==> src/rtl/twd_pkg.sv <==
package twd_pkg;
    localparam int BUS_W  = 8;
    localparam int ADDR_W = 3;
    localparam int T0_W   = 2 * BUS_W;
    localparam int WD_W   = BUS_W;
    localparam int N_LOCK = 4;

    localparam logic [ADDR_W-1:0] A_CFG = 3'd0;
    localparam logic [ADDR_W-1:0] A_PRE = 3'd1;
    localparam logic [ADDR_W-1:0] A_T0L = 3'd2;
    localparam logic [ADDR_W-1:0] A_T0H = 3'd3;
    localparam logic [ADDR_W-1:0] A_CSR = 3'd4;
    localparam logic [ADDR_W-1:0] A_WDC = 3'd5;
    localparam logic [ADDR_W-1:0] A_SVC = 3'd6;

    localparam int CFG_LK_CFG = 0;
    localparam int CFG_LK_PRE = 1;
    localparam int CFG_LK_T0  = 2;
    localparam int CFG_LK_WDC = 3;
    localparam int CFG_WD_T0  = 4;
    localparam int CFG_MATCH  = 5;

    localparam int CSR_HIT  = 0;
    localparam int CSR_BUSY = 1;

    typedef enum logic [1:0] {XF_IDLE, XF_ARM, XF_HOLD} xfer_state_e;
    typedef enum logic [1:0] {WD_OFF, WD_COUNT, WD_TRIPPED} wd_state_e;

    typedef struct packed {
        logic wdc;
        logic t0;
        logic pre;
    } pend_t;
endpackage

==> src/rtl/twd_regs.sv <==
module twd_regs
    import twd_pkg::*;
#(
    parameter logic [BUS_W-1:0] SVC_KEY = 8'h5C,
    parameter logic [T0_W-1:0]  T0_INIT = '1
) (
    input  logic              clk,
    input  logic              rst_n,
    input  logic              bus_wr,
    input  logic [ADDR_W-1:0] bus_addr,
    input  logic [BUS_W-1:0]  bus_wdata,
    output logic [BUS_W-1:0]  bus_rdata,
    input  logic              commit,
    input  logic              t0_hit,
    output logic              busy,
    output logic              commit_pre,
    output logic              commit_t0,
    output logic              commit_wd,
    output logic [BUS_W-1:0]  pre_sh,
    output logic [T0_W-1:0]   t0_sh,
    output logic [WD_W-1:0]   wdc_sh,
    output logic              sel_t0_clk,
    output logic              svc_req,
    output logic              t0_flag
);
    logic [BUS_W-1:0] cfg_q, cfg_n;
    pend_t            pend_q, pend_n;
    logic             lk_cfg, lk_pre, lk_t0, lk_wdc, match_mode;
    logic             wr_cfg, wr_pre, wr_t0l, wr_t0h, wr_csr, wr_wdc, wr_svc;
    logic             any_load_wr;

    assign lk_cfg     = cfg_q[CFG_LK_CFG];
    assign lk_pre     = cfg_q[CFG_LK_PRE];
    assign lk_t0      = cfg_q[CFG_LK_T0];
    assign lk_wdc     = cfg_q[CFG_LK_WDC];
    assign match_mode = cfg_q[CFG_MATCH];
    assign sel_t0_clk = cfg_q[CFG_WD_T0];

    // write decode with lock gating
    assign wr_cfg = bus_wr && (bus_addr == A_CFG) && !lk_cfg;
    assign wr_pre = bus_wr && (bus_addr == A_PRE) && !lk_pre;
    assign wr_t0l = bus_wr && (bus_addr == A_T0L) && !lk_t0;
    assign wr_t0h = bus_wr && (bus_addr == A_T0H) && !lk_t0;
    assign wr_csr = bus_wr && (bus_addr == A_CSR) && !lk_t0;
    assign wr_wdc = bus_wr && (bus_addr == A_WDC) && !lk_wdc;
    assign wr_svc = bus_wr && (bus_addr == A_SVC);
    assign any_load_wr = wr_pre || wr_t0l || wr_t0h || wr_wdc;

    assign svc_req = wr_svc && (!match_mode || (bus_wdata == SVC_KEY));

    // configuration: lock bits only accumulate
    always_comb begin
        cfg_n = cfg_q;
        if (wr_cfg) begin
            cfg_n[N_LOCK-1:0] = cfg_q[N_LOCK-1:0] | bus_wdata[N_LOCK-1:0];
            cfg_n[CFG_WD_T0]  = bus_wdata[CFG_WD_T0];
            cfg_n[CFG_MATCH]  = bus_wdata[CFG_MATCH];
        end
    end

    always_ff @(posedge clk or negedge rst_n) begin
        if (!rst_n) cfg_q <= '0;
        else        cfg_q <= cfg_n;
    end

    // shadow registers
    always_ff @(posedge clk or negedge rst_n) begin
        if (!rst_n) begin
            pre_sh <= '0;
            t0_sh  <= T0_INIT;
            wdc_sh <= '0;
        end else begin
            if (wr_pre) pre_sh <= bus_wdata;
            if (wr_t0l) t0_sh[BUS_W-1:0] <= bus_wdata;
            if (wr_t0h) t0_sh[T0_W-1:BUS_W] <= bus_wdata;
            if (wr_wdc) wdc_sh <= bus_wdata;
        end
    end

    // pending flags: cleared by the commit handshake, set by a new write
    always_comb begin
        pend_n = pend_q;
        if (commit) pend_n = '0;
        if (wr_pre) pend_n.pre = 1'b1;
        if (wr_t0l || wr_t0h) pend_n.t0 = 1'b1;
        if (wr_wdc) pend_n.wdc = 1'b1;
    end

    always_ff @(posedge clk or negedge rst_n) begin
        if (!rst_n) pend_q <= '0;
        else        pend_q <= pend_n;
    end

    assign busy       = |pend_q;
    assign commit_pre = commit && pend_q.pre;
    assign commit_t0  = commit && pend_q.t0;
    assign commit_wd  = commit && pend_q.wdc;

    // timer expiry flag, write-one-to-clear, set has priority
    always_ff @(posedge clk or negedge rst_n) begin
        if (!rst_n)                               t0_flag <= 1'b0;
        else if (t0_hit)                          t0_flag <= 1'b1;
        else if (wr_csr && bus_wdata[CSR_HIT])    t0_flag <= 1'b0;
    end

    // read mux
    always_comb begin
        bus_rdata = '0;
        case (bus_addr)
            A_CFG: if (!lk_cfg) bus_rdata = cfg_q;
            A_PRE: if (!lk_pre) bus_rdata = pre_sh;
            A_T0L: if (!lk_t0)  bus_rdata = t0_sh[BUS_W-1:0];
            A_T0H: if (!lk_t0)  bus_rdata = t0_sh[T0_W-1:BUS_W];
            A_CSR: begin
                bus_rdata[CSR_HIT]  = t0_flag;
                bus_rdata[CSR_BUSY] = busy;
            end
            default: bus_rdata = '0;
        endcase
    end

    assert_lock_sticky_R2: assert property (@(posedge clk) disable iff (!rst_n)
        1'b1 |=> ((cfg_q[N_LOCK-1:0] & $past(cfg_q[N_LOCK-1:0])) == $past(cfg_q[N_LOCK-1:0])));

    assert_locked_pre_write_R3: assert property (@(posedge clk) disable iff (!rst_n)
        (bus_wr && (bus_addr == A_PRE) && lk_pre) |=> $stable(pre_sh));

    assert_locked_wdc_write_R3: assert property (@(posedge clk) disable iff (!rst_n)
        (bus_wr && (bus_addr == A_WDC) && lk_wdc) |=> $stable(wdc_sh));

    assert_pending_cleared_R5: assert property (@(posedge clk) disable iff (!rst_n)
        (commit && !any_load_wr) |=> !busy);
endmodule

==> src/rtl/twd_xfer.sv <==
module twd_xfer
    import twd_pkg::*;
(
    input  logic clk,
    input  logic rst_n,
    input  logic tick,
    input  logic busy,
    output logic commit
);
    xfer_state_e state_q, state_n;

    always_ff @(posedge clk or negedge rst_n) begin
        if (!rst_n) state_q <= XF_IDLE;
        else        state_q <= state_n;
    end

    always_comb begin
        state_n = state_q;
        unique case (state_q)
            XF_IDLE: if (tick && busy) state_n = XF_ARM;
            XF_ARM:  if (tick)         state_n = XF_HOLD;
            XF_HOLD: if (tick)         state_n = XF_IDLE;
            default:                   state_n = XF_IDLE;
        endcase
    end

    always_comb begin
        commit = 1'b0;
        unique case (state_q)
            XF_IDLE: commit = 1'b0;
            XF_ARM:  commit = 1'b0;
            XF_HOLD: commit = tick;
            default: commit = 1'b0;
        endcase
    end

    assert_commit_has_work_R6: assert property (@(posedge clk) disable iff (!rst_n)
        commit |-> busy);
endmodule

==> src/rtl/twd_timebase.sv <==
module twd_timebase
    import twd_pkg::*;
#(
    parameter logic [T0_W-1:0] T0_INIT = '1
) (
    input  logic             clk,
    input  logic             rst_n,
    input  logic             tick,
    input  logic             commit_pre,
    input  logic [BUS_W-1:0] pre_sh,
    input  logic             commit_t0,
    input  logic [T0_W-1:0]  t0_sh,
    output logic             step,
    output logic             t0_hit
);
    logic [BUS_W-1:0] pre_rl, pcnt;
    logic [T0_W-1:0]  t0_rl, t0cnt;

    assign step   = tick && (pcnt == '0);
    assign t0_hit = step && (t0cnt == '0) && !commit_t0;

    always_ff @(posedge clk or negedge rst_n) begin
        if (!rst_n) begin
            pre_rl <= '0;
            pcnt   <= '0;
        end else if (commit_pre) begin
            pre_rl <= pre_sh;
            pcnt   <= pre_sh;
        end else if (tick) begin
            pcnt <= (pcnt == '0) ? pre_rl : pcnt - 1'b1;
        end
    end

    always_ff @(posedge clk or negedge rst_n) begin
        if (!rst_n) begin
            t0_rl <= T0_INIT;
            t0cnt <= T0_INIT;
        end else if (commit_t0) begin
            t0_rl <= t0_sh;
            t0cnt <= t0_sh;
        end else if (step) begin
            t0cnt <= (t0cnt == '0) ? t0_rl : t0cnt - 1'b1;
        end
    end

    assert_hit_needs_step_R7: assert property (@(posedge clk) disable iff (!rst_n)
        t0_hit |-> tick);
endmodule

==> src/rtl/twd_watchdog.sv <==
module twd_watchdog
    import twd_pkg::*;
(
    input  logic            clk,
    input  logic            rst_n,
    input  logic            step,
    input  logic            t0_hit,
    input  logic            sel_t0_clk,
    input  logic            commit_wd,
    input  logic [WD_W-1:0] wdc_sh,
    input  logic            svc_req,
    output logic            wd_irq,
    output logic            wd_error
);
    wd_state_e       st_q, st_n;
    logic [WD_W-1:0] rl_q, cnt_q, cnt_n, load_val;
    logic            wd_clk, reload, expire;

    assign wd_clk   = sel_t0_clk ? t0_hit : step;
    assign reload   = commit_wd || svc_req;
    assign load_val = commit_wd ? wdc_sh : rl_q;

    always_ff @(posedge clk or negedge rst_n) begin
        if (!rst_n) begin
            st_q  <= WD_OFF;
            cnt_q <= '0;
            rl_q  <= '0;
        end else begin
            st_q  <= st_n;
            cnt_q <= cnt_n;
            if (commit_wd) rl_q <= wdc_sh;
        end
    end

    always_comb begin
        st_n   = st_q;
        cnt_n  = cnt_q;
        expire = 1'b0;
        unique case (st_q)
            WD_OFF, WD_TRIPPED: begin
                if (reload && (load_val != '0)) begin
                    st_n  = WD_COUNT;
                    cnt_n = load_val;
                end
            end
            WD_COUNT: begin
                if (reload) begin
                    cnt_n = load_val;
                    st_n  = (load_val == '0) ? WD_OFF : WD_COUNT;
                end else if (wd_clk) begin
                    cnt_n = cnt_q - 1'b1;
                    if (cnt_q == WD_W'(1)) begin
                        expire = 1'b1;
                        st_n   = WD_TRIPPED;
                    end
                end
            end
            default: st_n = WD_OFF;
        endcase
    end

    always_ff @(posedge clk or negedge rst_n) begin
        if (!rst_n) begin
            wd_irq   <= 1'b0;
            wd_error <= 1'b0;
        end else begin
            wd_irq   <= expire;
            wd_error <= wd_error || expire;
        end
    end

    assert_error_sticky_R11: assert property (@(posedge clk) disable iff (!rst_n)
        wd_error |=> wd_error);

    assert_irq_one_cycle_R11: assert property (@(posedge clk) disable iff (!rst_n)
        wd_irq |=> !wd_irq);

    assert_irq_with_error_R11: assert property (@(posedge clk) disable iff (!rst_n)
        wd_irq |-> wd_error);
endmodule

==> src/rtl/twd_unit.sv <==
module twd_unit
    import twd_pkg::*;
#(
    parameter logic [BUS_W-1:0] SVC_KEY = 8'h5C,
    parameter logic [T0_W-1:0]  T0_INIT = '1
) (
    input  logic              clk,
    input  logic              rst_n,
    input  logic              slow_tick,
    input  logic              bus_wr,
    input  logic [ADDR_W-1:0] bus_addr,
    input  logic [BUS_W-1:0]  bus_wdata,
    output logic [BUS_W-1:0]  bus_rdata,
    output logic              t0_irq,
    output logic              wd_irq,
    output logic              wd_error
);
    logic             busy, commit, commit_pre, commit_t0, commit_wd;
    logic [BUS_W-1:0] pre_sh;
    logic [T0_W-1:0]  t0_sh;
    logic [WD_W-1:0]  wdc_sh;
    logic             sel_t0_clk, svc_req, step, t0_hit;

    twd_regs #(.SVC_KEY(SVC_KEY), .T0_INIT(T0_INIT)) u_regs (
        .clk(clk), .rst_n(rst_n), .bus_wr(bus_wr), .bus_addr(bus_addr),
        .bus_wdata(bus_wdata), .bus_rdata(bus_rdata), .commit(commit),
        .t0_hit(t0_hit), .busy(busy), .commit_pre(commit_pre),
        .commit_t0(commit_t0), .commit_wd(commit_wd), .pre_sh(pre_sh),
        .t0_sh(t0_sh), .wdc_sh(wdc_sh), .sel_t0_clk(sel_t0_clk),
        .svc_req(svc_req), .t0_flag(t0_irq)
    );

    twd_xfer u_xfer (
        .clk(clk), .rst_n(rst_n), .tick(slow_tick), .busy(busy), .commit(commit)
    );

    twd_timebase #(.T0_INIT(T0_INIT)) u_tb (
        .clk(clk), .rst_n(rst_n), .tick(slow_tick), .commit_pre(commit_pre),
        .pre_sh(pre_sh), .commit_t0(commit_t0), .t0_sh(t0_sh),
        .step(step), .t0_hit(t0_hit)
    );

    twd_watchdog u_wd (
        .clk(clk), .rst_n(rst_n), .step(step), .t0_hit(t0_hit),
        .sel_t0_clk(sel_t0_clk), .commit_wd(commit_wd), .wdc_sh(wdc_sh),
        .svc_req(svc_req), .wd_irq(wd_irq), .wd_error(wd_error)
    );
endmodule

==> config.mk <==
export PLATFORM = sky130hd
export DESIGN_NAME = twd_unit
export DESIGN_NICKNAME = d
export VERILOG_FILES = /design/src/rtl/twd_pkg.sv /design/src/rtl/twd_regs.sv /design/src/rtl/twd_xfer.sv /design/src/rtl/twd_timebase.sv /design/src/rtl/twd_watchdog.sv /design/src/rtl/twd_unit.sv
export SDC_FILE = /design/constraint.sdc
export NUM_CORES = 1
export LEC_CHECK = 0
export BUFFER_PORTS_ARGS = -buffer_cell sky130_fd_sc_hd__buf_2
export CAP_MARGIN = 20
export CORE_UTILIZATION = 59
export CTS_CLUSTER_DIAMETER = 80
export DETAILED_ROUTE_END_ITERATION = 10
export PLACE_DENSITY = 0.84
export SLEW_MARGIN = 25
export SYNTH_ARGS = -nofsm -noshare
export SYNTH_HDL_FRONTEND = slang
export SYNTH_HIERARCHICAL = 1
export SYNTH_SLANG_ARGS = --single-unit
export TNS_END_PERCENT = 5
==> constraint.sdc <==
create_clock -name clk -period 3.5 [get_ports clk]
set_input_delay 0.175 -clock clk [delete_from_list [all_inputs] [get_ports clk]]
set_output_delay 0.175 -clock clk [all_outputs]
set_load 0.005 [all_outputs]
==> results.yml <==
run_status:
  outcome: "complete, no violations"
placed_design:
  buffers_added_on_ports: 25
  dpl.hpwl_um: 9380
  gp_congestion: 0.898
sta:
  rsz0062_at_grt: "no"
  relSlewSlack: 0.397
  setup_tns_ns: 0
  fin_skew_ns: 0.0170
  timing.final.hold_violations: 0
  clock.fmax_ghz: 0.349
  count_of_final_max_slew_check_failures: 0
  final.min_clock_period_ns: 2.87
  worst_slew_pin_slew_ns: 0.905
  whs_ns: 0.0805
  period_share: 0.819
  setup_viol: 0
finish:
  drive_above_1_share: 0.285
  insertedDiodeCount: 0
  fillers: 800
  regArea_um2: 2860
  multi_input_comb_area_um2: 2830
  final_net_count: 606
  areaGrowthSynthToFinish_pct: 7.27
  final_core_util: 0.655
route:
  ratio_of_routed_vias_to_standard_cells: 6.24
  ant_nets: 0
  drc: 0
  postRouteWirelength_um: 13200
  drt_pass1_iterations: 5
  number_of_violations_reported_at_the_end_of_detailed_routing_iteration_0: 258
  wl_per_cell_um: 18.2
  detailroute.via_count: 4510
setup_path:
  worstPathMaxFanout: 10
  arrival_time_at_the_worst_endpoint_ns: 3.14
  cp-end-kind: "flip-flop"
  classification_of_the_worst_setup_path: "flip-flop to flip-flop"
  worst-endpoint-required_ns: 3.77
  crit_path_start_kind: "flip-flop"
synth:
  synth_enable_flop_cells: 0
  synth_area_um2: 5970
  yosys.area_share.adder: 0.0126
  async_reset_ff_frac: 1.00
  synth_mux_area_frac: 0.130
  synth.top_cell.area_share: 0.268
  yosysWarnings: 6
  synthesis.nets: 587
  synthTopCellsByArea: "sky130_fd_sc_hd__dfrtp_1 27%, sky130_fd_sc_hd__dfstp_2 21%, sky130_fd_sc_hd__mux2_2 8.3%"
  synth_simple_gate_area_share: 0.162
  synth_xor_xnor_area_share: 0.00587
  syn-instance-count: 566
  postSynth.topFlopCell: "sky130_fd_sc_hd__dfrtp_1"
  netlist.top_cell.by_area: "sky130_fd_sc_hd__dfrtp_1"
  synth.lib_cells_used.distinct: 68
  synth_seq_area_share: 0.480
  syn-mean-instance-area_um2: 10.5
  synth-compound-area-share: 0.164
  yosys_register_bits: 112
  synth_top_family_by_area: "compound AO/OA/AOI/OAI gates"
floorplan:
  number_of_top_level_design_ports: 26
  die_w_um: 103
  floorplan.die_area_um2: 10500
  number_of_cell_rows: 36
  chipHeight_um: 103
  core_area_um2: 9770
  initial_util: 0.611
clocking:
  clock_sink_count: 112
  tritoncts.num_buffers: 9
  insertion_delay_ns: 0.39
  post-cts-setup-buffers: 0
  clock_tree.buffer_depth: 2
  clock_tree.htree_level_count: 3
  worst_setup_hold_path_clk_slew_ns: 0.09
  cts_tree: "built"
  root_buffer: "sky130_fd_sc_hd__clkbuf_8"
global_route:
  grt_antenna_before_repair: 0
  grt_use_met3: 0.0631
  grt.total_usage: 0.277
  busiest_layer: "met2"
  groute.layer.met1.usage: 0.377
  grt_max_degree: 73
  globalRouteMet2Util: 0.448
  global_route_wire_length_before_repair_um: 21900
  number_of_global_route_vias_before_repair: 4460
  grt_overflow: 0
flow_run:
  cap_violations: 0
pwr:
  power_density_over_the_cells_nw_per_um2: 756
  design_power_total_mw: 4.84
  ir_worst_vdd_v: 0.000499
  leakage_nw: 2.73
min_path:
  hp-class: "primary input to flip-flop"
cell usage in the layout, fill, tap and decap left out, types with 10 or more instances in the layout:
cell type                  count
sky130_fd_sc_hd__a21oi_1      23
sky130_fd_sc_hd__clkbuf_8     10
sky130_fd_sc_hd__nor2_1       29
sky130_fd_sc_hd__buf_2        24
sky130_fd_sc_hd__o21ai_0      50
sky130_fd_sc_hd__nor3_1       14
sky130_fd_sc_hd__dfstp_2      48
sky130_fd_sc_hd__nand2b_1     12
sky130_fd_sc_hd__o31ai_1      12
sky130_fd_sc_hd__dfrtp_1      64
sky130_fd_sc_hd__nand2_1      42
sky130_fd_sc_hd__mux2_2       44
sky130_fd_sc_hd__mux2i_1      15
sky130_fd_sc_hd__inv_1        39
metal layers:
layer  part of all wire  wire (um)  vias up
met4              0.015        204        0
met2               0.49       6410      134
li1                   -          -     2099
met3              0.059        775       23
met5                  0          0        -
met1               0.44       5800     2254
synthesized netlist by cell type (4+ instances only):
library cell               instances
sky130_fd_sc_hd__dfrtp_1          64
sky130_fd_sc_hd__o21ai_0          50
sky130_fd_sc_hd__dfstp_2          48
sky130_fd_sc_hd__mux2_2           44
sky130_fd_sc_hd__nand2_1          42
sky130_fd_sc_hd__inv_1            39
sky130_fd_sc_hd__nor2_1           29
sky130_fd_sc_hd__a21oi_1          23
sky130_fd_sc_hd__mux2i_1          15
sky130_fd_sc_hd__nor3_1           14
sky130_fd_sc_hd__clkbuf_1         12
sky130_fd_sc_hd__nand2b_1         12
sky130_fd_sc_hd__o31ai_1          12
sky130_fd_sc_hd__buf_2            10
sky130_fd_sc_hd__a21o_1            9
sky130_fd_sc_hd__a22oi_1           9
sky130_fd_sc_hd__or3_1             9
sky130_fd_sc_hd__mux2_4            8
sky130_fd_sc_hd__nand3_1           7
sky130_fd_sc_hd__nor2b_1           7
sky130_fd_sc_hd__nor4_1            7
sky130_fd_sc_hd__a211oi_1          6
sky130_fd_sc_hd__ha_1              6
sky130_fd_sc_hd__a31oi_1           5
sky130_fd_sc_hd__nand3b_1          4
sky130_fd_sc_hd__o211ai_1          4
sky130_fd_sc_hd__xnor2_1           4
metrics by stage:
stage,area [um2],cells,worst slack [ns]
final,6400,723,0.634
after global routing,6400,723,0.519
after CTS,6400,723,0.668
after detailed placement,6190,706,0.678
after global placement,6190,706,0.759
after floorplan,5970,566,0.781
repair_timing:
| item | in CTS | in global routing |
|---|---|---|
| endpoints found under the hold margin | 45 | 0 |
| hold buffers | 1 | 0 |
| resized for setup | 0 | 0 |
final cells by class:
type,count,area share
clock inverter,5,0.0102
clock buffer,11,0.0221
tap,133,0.0260
inverter,39,0.0229
multi-input combinational,390,0.442
timing repair buffer,33,0.0297
sequential,112,0.447
power by group:
part | internal (mW) | switching, mW
logic | 0.751 | 0.802
registers | 1.98 | 0.506
clock network | 0.360 | 0.439
kinds of logic after synthesis:
group	count (synthesis)
simple gates	163
compound gates	149
flops	112
mux	68
buf+inv	64
fa+ha+maj	6
xor+xnor	4
worst max-delay path: stages (launching register included):
cell,delay (ns)
sky130_fd_sc_hd__dfstp_2,0.57
sky130_fd_sc_hd__inv_1,0.07
sky130_fd_sc_hd__ha_1,0.19
sky130_fd_sc_hd__nor2b_1,0.14
sky130_fd_sc_hd__and3_1,0.24
sky130_fd_sc_hd__nand2_2,0.22
sky130_fd_sc_hd__nor3_1,0.09
sky130_fd_sc_hd__mux2i_1,0.30
sky130_fd_sc_hd__a21oi_1,0.19
sky130_fd_sc_hd__nor3_4,0.36
sky130_fd_sc_hd__mux2_2,0.38
flip-flops by register name, summed over array words and instances (netlist names), 3 cells and up:
name / count
u_wd/cnt_q: 8
u_tb/pre_rl: 8
u_regs/t0_sh: 16
u_tb/pcnt: 8
u_regs/pend_q: 3
u_tb/t0_rl: 16
u_tb/t0cnt: 16
u_regs/wdc_sh: 8
u_wd/rl_q: 8
u_regs/pre_sh: 8
u_regs/cfg_q: 6
final timing paths:
kind	from	cells past startpoint	endpoint	slack [ns]
max in group asynchronous	rst_n	3	u_tb/t0_rl[3]	2.10
max reg2reg	u_tb/t0cnt[0]	10	u_wd/cnt_q[3]	0.63
max	u_tb/t0cnt[0]	10	u_wd/cnt_q[3]	0.63
min in group asynchronous	rst_n	2	u_regs/pre_sh[2]	0.47
min	bus_wdata[3]	2	u_regs/cfg_q[3]	0.08
min reg2reg	u_xfer/state_q[1]	1	u_xfer/state_q[0]	0.46
(Power assumes the default switching activity.)
